[config.mk]
export PLATFORM = sky130hd
export DESIGN_NAME = dma_desc_engine
export DESIGN_NICKNAME = d
export VERILOG_FILES = /design/src/rtl/dma_desc_engine.sv
export SDC_FILE = /design/constraint.sdc
export NUM_CORES = 1
export LEC_CHECK = 0
export ABC_CLOCK_PERIOD_IN_PS = 3300
export BUFFER_PORTS_ARGS = -buffer_cell sky130_fd_sc_hd__buf_4
export CORE_ASPECT_RATIO = 0.9
export CORE_UTILIZATION = 34
export DETAILED_ROUTE_END_ITERATION = 8
export MAX_ROUTING_LAYER = met4
export PLACE_DENSITY_LB_ADDON = 0.08
export SETUP_SLACK_MARGIN = 0.5
export SLEW_MARGIN = 20
export SYNTH_ARGS = -nofsm -noshare
export SYNTH_HDL_FRONTEND = slang
export SYNTH_SLANG_ARGS = --single-unit
[constraint.sdc]
create_clock -name clk -period 3.3 [get_ports clk]
set_input_delay 0.66 -clock clk [delete_from_list [all_inputs] [get_ports clk]]
set_output_delay 0.66 -clock clk [all_outputs]
set_load 0.02 [all_outputs]
[src/rtl/dma_desc_engine.sv]
module dma_desc_engine (
  input  logic        clk,
  input  logic        rst_n,
  input  logic [2:0]  reg_addr,
  input  logic        reg_wr,
  input  logic [7:0]  reg_wdata,
  output logic [7:0]  reg_rdata,
  output logic        mem_req,
  output logic        mem_we,
  output logic [31:0] mem_addr,
  output logic [15:0] mem_wdata,
  input  logic [31:0] mem_rdata,
  input  logic        mem_ack,
  input  logic        mem_err,
  input  logic [15:0] dev_in_data,
  input  logic        dev_in_valid,
  output logic        dev_in_ready,
  output logic [15:0] dev_out_data,
  output logic        dev_out_valid,
  input  logic        dev_out_ready,
  input  logic        dev_done,
  input  logic        dev_irq,
  output logic        irq
);
  typedef enum logic [2:0] {S_IDLE, S_DADDR, S_DSIZE, S_XFER, S_MEM, S_PUSH} st_t;

  st_t         st;
  logic        cmd_go, cmd_dir, busy, err, intr, last;
  logic [31:2] tbl_ptr;
  logic [31:0] cur_ptr;
  logic [31:1] buf_addr;
  logic [16:0] rem;
  logic [15:0] hold;

  logic cmd_wr, sts_wr, ptr_wr, go_edge, stop, rem_zero, bad;
  assign cmd_wr   = reg_wr && reg_addr == 3'd0;
  assign sts_wr   = reg_wr && reg_addr == 3'd2;
  assign ptr_wr   = reg_wr && reg_addr[2] && !busy;
  assign go_edge  = cmd_wr && reg_wdata[0] && !cmd_go;
  assign stop     = cmd_wr && !reg_wdata[0];
  assign rem_zero = rem == 17'd0;
  assign bad      = mem_req && mem_ack && mem_err;

  assign mem_req       = st == S_DADDR || st == S_DSIZE || st == S_MEM;
  assign mem_we        = st == S_MEM && cmd_dir;
  assign mem_wdata     = hold;
  assign dev_out_data  = hold;
  assign dev_out_valid = st == S_PUSH;
  assign dev_in_ready  = st == S_XFER && cmd_dir && !dev_done && !rem_zero && !stop;
  assign irq           = intr | dev_irq;

  always_comb begin
    case (st)
      S_DADDR: mem_addr = cur_ptr;
      S_DSIZE: mem_addr = cur_ptr + 32'd4;
      default: mem_addr = {buf_addr, 1'b0};
    endcase
  end

  always_comb begin
    case (reg_addr)
      3'd0:    reg_rdata = {4'b0, cmd_dir, 2'b0, cmd_go};
      3'd2:    reg_rdata = {5'b0, intr, err, busy};
      3'd4:    reg_rdata = {tbl_ptr[7:2], 2'b00};
      3'd5:    reg_rdata = tbl_ptr[15:8];
      3'd6:    reg_rdata = tbl_ptr[23:16];
      3'd7:    reg_rdata = tbl_ptr[31:24];
      default: reg_rdata = 8'h00;
    endcase
  end

  always_ff @(posedge clk or negedge rst_n) begin
    if (!rst_n) begin
      st <= S_IDLE;
      cmd_go <= 1'b0;
      cmd_dir <= 1'b0;
      busy <= 1'b0;
      err <= 1'b0;
      intr <= 1'b0;
      last <= 1'b0;
      tbl_ptr <= '0;
      cur_ptr <= '0;
      buf_addr <= '0;
      rem <= '0;
      hold <= '0;
    end else begin
      if (cmd_wr && !(busy && reg_wdata[0])) begin
        cmd_go  <= reg_wdata[0];
        cmd_dir <= reg_wdata[3];
      end
      if (ptr_wr) begin
        case (reg_addr[1:0])
          2'd0: tbl_ptr[7:2]   <= reg_wdata[7:2];
          2'd1: tbl_ptr[15:8]  <= reg_wdata;
          2'd2: tbl_ptr[23:16] <= reg_wdata;
          default: tbl_ptr[31:24] <= reg_wdata;
        endcase
      end
      if (sts_wr && reg_wdata[2]) intr <= 1'b0;
      if (sts_wr && reg_wdata[1]) err <= 1'b0;

      if (stop) begin
        busy <= 1'b0;
        st <= S_IDLE;
      end else if (go_edge) begin
        busy <= 1'b1;
        cur_ptr <= {tbl_ptr, 2'b00};
        st <= S_DADDR;
      end else if (bad) begin
        err <= 1'b1;
        intr <= 1'b1;
        busy <= 1'b0;
        st <= S_IDLE;
      end else begin
        case (st)
          S_DADDR: if (mem_ack) begin
            buf_addr <= mem_rdata[31:1];
            st <= S_DSIZE;
          end
          S_DSIZE: if (mem_ack) begin
            rem <= (mem_rdata[15:1] == 15'd0) ? 17'h10000 : {1'b0, mem_rdata[15:1], 1'b0};
            last <= mem_rdata[31];
            cur_ptr <= cur_ptr + 32'd8;
            st <= S_XFER;
          end
          S_XFER: begin
            if (dev_done) begin
              intr <= 1'b1;
              if (rem_zero && last) busy <= 1'b0;
              st <= S_IDLE;
            end else if (rem_zero) begin
              if (last) begin
                busy <= 1'b0;
                st <= S_IDLE;
              end else begin
                st <= S_DADDR;
              end
            end else if (cmd_dir) begin
              if (dev_in_valid) begin
                hold <= dev_in_data;
                st <= S_MEM;
              end
            end else begin
              st <= S_MEM;
            end
          end
          S_MEM: if (mem_ack) begin
            if (cmd_dir) begin
              buf_addr <= buf_addr + 31'd1;
              rem <= rem - 17'd2;
              st <= S_XFER;
            end else begin
              hold <= mem_rdata[15:0];
              st <= S_PUSH;
            end
          end
          S_PUSH: if (dev_out_ready) begin
            buf_addr <= buf_addr + 31'd1;
            rem <= rem - 17'd2;
            st <= S_XFER;
          end
          default: ;
        endcase
      end
    end
  end
endmodule


==> results of run 1 <==
==> registers in the layout, indices dropped and copies added, names as in the netlist <==
name,flops
buf_addr,31
busy,1
cmd_dir,1
cmd_go,1
cur_ptr,30
dev_out_data,16
err,1
intr,1
last,1
rem,16
st,3
tbl_ptr,30
==> per-layer routing <==
metal | track usage | vias up
li1 | - | 4217
met1 | 0.360 | 4447
met2 | 0.392 | 332
met3 | 0.0426 | 37
met4 | 0.0700 | 0
met5 | - | -
==> metrics by stage <==
step	setup slack (ps)	instance area, sq um	hold WS [ps]	power (mW)	utilization
finish	331	11900	204	11.4	0.458
global route	253	11900	241	12.0	0.458
CTS	357	11700	223	11.1	0.450
detailed placement	283	10400	500	8.59	0.400
global placement	374	10400	487	8.58	0.400
floorplan	335	8980	364	6.38	-
==> cells in the final DEF, fill, tap and decap left out, drive strengths merged, types with 12 or more instances in the layout <==
cell,instances
a21oi,68
a221o,13
a2bb2oi,14
a31oi,25
and2,12
and3,22
buf,244
clkbuf,19
dfrtp,132
inv,20
mux2,64
nand2,105
nand3,39
nand4,22
nor2,63
nor3,32
nor4,21
o21ai,88
o22ai,12
o311ai,17
==> repair_timing <==
| item | CTS | global route |
|---|---|---|
| gates resized for setup | 96 | 28 |
| endpoints found under the hold margin | 0 | 0 |
| gates cloned | 1 | 2 |
| pin swaps | 27 | 15 |
| endpoints found under the setup margin | 33 | 30 |
| setup buffers | 48 | 7 |
| hold buffers | 0 | 0 |
==> cells by family (layout without fill, tap and decap cells) <==
group | Yosys count | count (layout) | synth area share
simple gates | 371 | 372 | 0.220
compound gates | 321 | 321 | 0.239
flops | 132 | 132 | 0.368
buf+inv | 104 | 290 | 0.0617
mux | 72 | 72 | 0.0977
xor+xnor | 7 | 7 | 0.00684
fa+ha+maj | 4 | 4 | 0.00558
other cells | 1 | 1 | 0.000418
==> power groups by stage <==
stage                     logic (mW)  registers, mW  clock network, mW
final                           6.28           3.22               1.93
after global routing            6.68           3.32               2.04
after CTS                       5.95           3.20               1.97
after detailed placement        5.34           3.25                  0
after global placement          5.33           3.25                  0
after floorplan                 3.44           2.94                  0
==> worst min-delay path by stage <==
stage                 from      endpoint  slack, ps  cells after the start
4_1_cts              rst_n  buf_addr[27]        220                      1
6_report             rst_n  buf_addr[27]        200                      1
3_5_place_dp   tbl_ptr[11]   cur_ptr[11]        500                      2
5_1_grt              rst_n  buf_addr[27]        240                      1
3_3_place_gp   tbl_ptr[11]   cur_ptr[11]        490                      2
2_1_floorplan        rst_n  buf_addr[10]        360                      0
==> worst max-delay path, cell delays in order, from the launching register on <==
cell,delay (ps)
dfrtp_2,460
or3b_4,350
nand2_1,230
o311a_1,380
a221o_1,300
buf_6,150
==> cell type report <==
| class | count | area (sq um) | share of cell area |
|---|---|---|---|
| multi-input cells | 777 | 5510 | 0.463 |
| flip-flops and latches | 132 | 3330 | 0.280 |
| repair buffers | 246 | 2000 | 0.168 |
| clock buffers | 18 | 439 | 0.0369 |
| well taps | 348 | 435 | 0.0366 |
| clock inverters | 14 | 143 | 0.0120 |
| inverters | 12 | 45.0 | 0.00379 |
==> impl_results.md, run 1 <==
- Area contributors post-synth: dfrtp_1, mux2_2, o21ai_0
- Clk pwr share: 0.169
- Io pins: 145
- Chip height: 156 um
- Clock Latency Late Sink: 430 ps
- First-pass GRT wire length: 52100 um
- Post-synth top area share: 0.368
- Largest net degree at the start of global routing: 55
- Setup crit end kind: output port
- Unrepaired setup endpoints after global routing: yes
- Leakage power: between 4 and 5 nW
- Setup TNS Final: 0 ps
- Synthesis-stage register bit count: 132
- Met1 WL: around 17000 um
- DR iter-0 viols: 923
- Worst Max-Slew Pin Slew: 952 ps
- Internal power: between 6 and 7 mW
- Longest Clk Path Bufs: 2
- Cell taking the most area after synthesis: dfrtp_1
- P per Cell Area: 960 mW/mm^2
- Crit share post-route: 0.900
- Post-synthesis cell area: 0.00897 sq mm
- IO buf count: 143
- Switching Share: 0.454
- CTS HTree Levels: 4
- Area delta synth->final: 32.7%
- Detailed Routing Iterations Pass 1: 5
- Run status: complete, no violations
- Skew final: between 9 and 10 ps
- Crit. Startpoint: st[0]
- Rel. slew slack: 0.365
- Initial Util: 0.345
- Antenna Diode Count: 0
- Syn Area/Cell: 8.86 sq um
- # fillers: 2562
- Max Clk Rate: 0.337 GHz
- Ys async rst share: 1.00
- Post-synth top flop: dfrtp_1
- GP Congestion: 0.896
- WL/cell: 22.3 um
- Initial antenna violation count: 0
- Fin. max-slew vios: 0
- Hold Path Class: primary input to asynchronous set/reset pin
- Vias: 9033
- CTS Root Cell: clkbuf_16
- Dpl cells: approximately 1500
- CP Launch Type: flop
- Reg2reg setup slack: between 600 and 700 ps
- Final hold viol count: 0
- Sequential area share after synthesis: 0.368
- GRT Resource Usage Total: 0.260
- Row count: 56
- Fraction of layout cells with a size suffix above 1: 0.379
- Finished Layout Cells: 1547
- Syn Nets: 1084
- Top-count cell post-synth: dfrtp_1
- Top post-synthesis cells by count: dfrtp_1, nand2_1, o21ai_0
- Combinational share of power: 0.549
- Post-Route WL: 34500 um
- CTS tree: done
- HPWL after DPL: 24600 um
- CTS Sinks: 132
- Post-route ant nets: 0
- Die W: 173 um
- Power share of the sequential group: 0.282
- Setup CP Type: flop to output port
- Max layer used: met4
- Worst r2r src: rem[4]
- Setup-failing EPs final: 0
- Post-synth EDFFs: 0
- Metal3 WL: 1780 um
- Worst R2R End: dev_out_data[15]
- Cell variety after synth: 83
- CTS buffer count: 17
- GRT overflow: 0
- Post-route minimum period: 2970 ps
- Reg2Reg Depth: 6
- Met2 wire length: 15200 um
- Worst Path Max Fanout: 9
- YS warnings: 0
- # Max-Cap Violations: 0
- DRC violations left: 0
- Mapped Cells: 1012
- Via density: 5.84
- Number of global-route vias before repair: 8731
- Maximum VDD drop: 0.000509 V
- Net Sw Power: approximately 5.2 mW
- Worst-path clk slew: 70 ps
- WP data required: 2640 ps
- End of the critical path: mem_addr[21]
- Core Box Area: 0.0260 sq mm
- DIE AREA: 0.0270 sq mm
- Fin nets: 1258
- WP data arrival: 2310 ps
No activity file was read; power rests on OpenSTA's default activity.
==> run 2: changes to the inputs <==
Settings changed: CORE_MARGIN set to 1.5.
==> impl_results.md, run 2 (synthesis results as in run 1) <==
- Chip height: 157 um
- Final hold viol count: 0
- GRT overflow: 0
- DIE AREA: 0.0274 sq mm
- GRT Resource Usage Total: 0.254
- Max incr delay on CP: 400 ps
- Io pins: 145
- HPWL after DPL: 24100 um
- First-pass GRT wire length: between 50000 and 60000 um
- Setup-failing EPs final: 0
- Setup CP Type: flop to output port
- Max reg flops: 31
- # Max-Cap Violations: 0
- CTS tree: done
- Initial Util: 0.345
- Met2 wire length: 14500 um
- Reg2Reg Depth: 6
- Dpl cells: 1454
- Run status: complete, no violations
- Area delta synth->final: 35.2%
- Antenna Diode Count: 0
- Die W: 174 um
- Rel. slew slack: 0.454
- Worst R2R End: dev_out_data[12]
- Slowest CP cell: dfrtp_1
- Skew final: between 10 and 15 ps
- Core Box Area: 0.0260 sq mm
- WP buf/inv: 2
- Leakage power: 5.04 nW
- IO buf count: about 140
- Max Clk Rate: 0.338 GHz
- Reg2reg setup slack: 680 ps
- Reg with most FFs: buf_addr
- Hold Path Class: primary input to asynchronous set/reset pin
- Critical Path, Cell by Cell: ha_4, and4_4, nand4_1, buf_6, nor4_4, and4bb_2, a221o_1, buf_6
- Met1 WL: between 15000 and 20000 um
- Max layer used: met4
- Worst r2r src: rem[6]
- Setup crit end kind: output port
- Finished Layout Cells: roughly 1600
- WP data arrival: about 2300 ps
- P per Cell Area: 971 mW/mm^2
- Vias: 9141
- WP data required: 2640 ps
- Largest net degree at the start of global routing: 80
- Detailed Routing Iterations Pass 1: 5
- Crit path max-delay family: simple AND/OR/NAND/NOR gates
- CTS buffer count: 17
- Fin. max-slew vios: 0
- CTS Root Cell: clkbuf_16
- GP Congestion: 0.930
- Setup TNS Final: 0 ps
- Unrepaired setup endpoints after global routing: yes
- Crit share post-route: 0.896
- WL/cell: 21.8 um
- Worst Max-Slew Pin Slew: 818 ps
- Row count: 56
- Number of global-route vias before repair: 8824
- Worst Path Max Fanout: 5
- Post-route ant nets: 0
- Post-CTS Hold Fix Bufs: 0
- Via density: a little under 6
- Metal3 WL: around 2200 um
- CTS Sinks: 132
- Top cell by count, worst path: buf_6
- Maximum VDD drop: 0.000444 V
- CTS HTree Levels: 4
- Fin nets: 1268
- Commonest cells after routing, fill and taps aside: buf_4, dfrtp_1, nand2_1
- Initial antenna violation count: 0
- Worst-path clk slew: about 60 ps
- Clock Latency Late Sink: between 400 and 500 ps
- DR iter-0 viols: 765
- Commonest non-fill, non-tap cell in the layout: buf_4
- DRC violations left: 0
- Largest registers: buf_addr x31, cur_ptr x30, tbl_ptr x30
- Longest Clk Path Bufs: 2
- CP Launch Type: flop
- Post-Route WL: about 34000 um
- Post-route minimum period: 2960 ps
- Fraction of layout cells with a size suffix above 1: 0.385
## run 2: cell count changes in the layout (fill, tap and decap cells not counted), sizes merged
cell           before  now
buf               244  254
inv                20   16
clkdlybuf4s15       1    0
bufinv              1    4
clkbuf             19   21
## run 2: through the flow
stage / hold WS [ps] / cell area, sq um / setup slack [ps] / total power [mW] / util
floorplan: 364 / 8980 / 335 / 6.38 / -
global placement: 503 / 10400 / 344 / 8.51 / 0.399
detailed placement: 488 / 10400 / 326 / 8.52 / 0.399
CTS: 321 / 11600 / 370 / 11.1 / 0.447
global route: 346 / 12100 / 264 / 12.5 / 0.467
finish: 266 / 12100 / 343 / 11.8 / 0.467
## run 2: repair_timing
action,CTS,global route
gates cloned,0,4
gates resized for setup,92,53
setup endpoints to repair,34,29
setup buffers,41,25
pin swaps,29,23
## run 2: power breakdown
group,total [mW],switching [mW],internal [mW]
clock,2.09,0.810,1.28
combinational,6.45,3.43,3.02
sequential,3.24,0.931,2.31
total,11.8,5.17,6.60
## run 2: layout make-up
cell class / instances / area, sq um
clock buffers: 19 / 433
clock inverters: 13 / 196
fillers: 2553 / 13900
inverters: 12 / 45.0
multi-input cells: 777 / 5570
flip-flops and latches: 132 / 3330
well taps: 348 / 435
repair buffers: 256 / 2120
## run 2: routing by layer
metal	GRT usage	up-vias
li1	-	4241
met1	0.356	4499
met2	0.367	356
met3	0.0539	45
met4	0.0768	0
met5	-	-
## run 2: worst max-delay path by stage
stage | slack [ps] | to | cells after the start | start
final | 340 | mem_addr[29] | 8 | cur_ptr[3]
after CTS | 370 | mem_addr[18] | 9 | cur_ptr[3]
after global placement | 340 | mem_addr[29] | 7 | cur_ptr[3]
after global routing | 260 | mem_addr[18] | 9 | cur_ptr[3]
after floorplan | 340 | mem_addr[18] | 6 | cur_ptr[3]
after detailed placement | 330 | mem_addr[29] | 7 | cur_ptr[3]
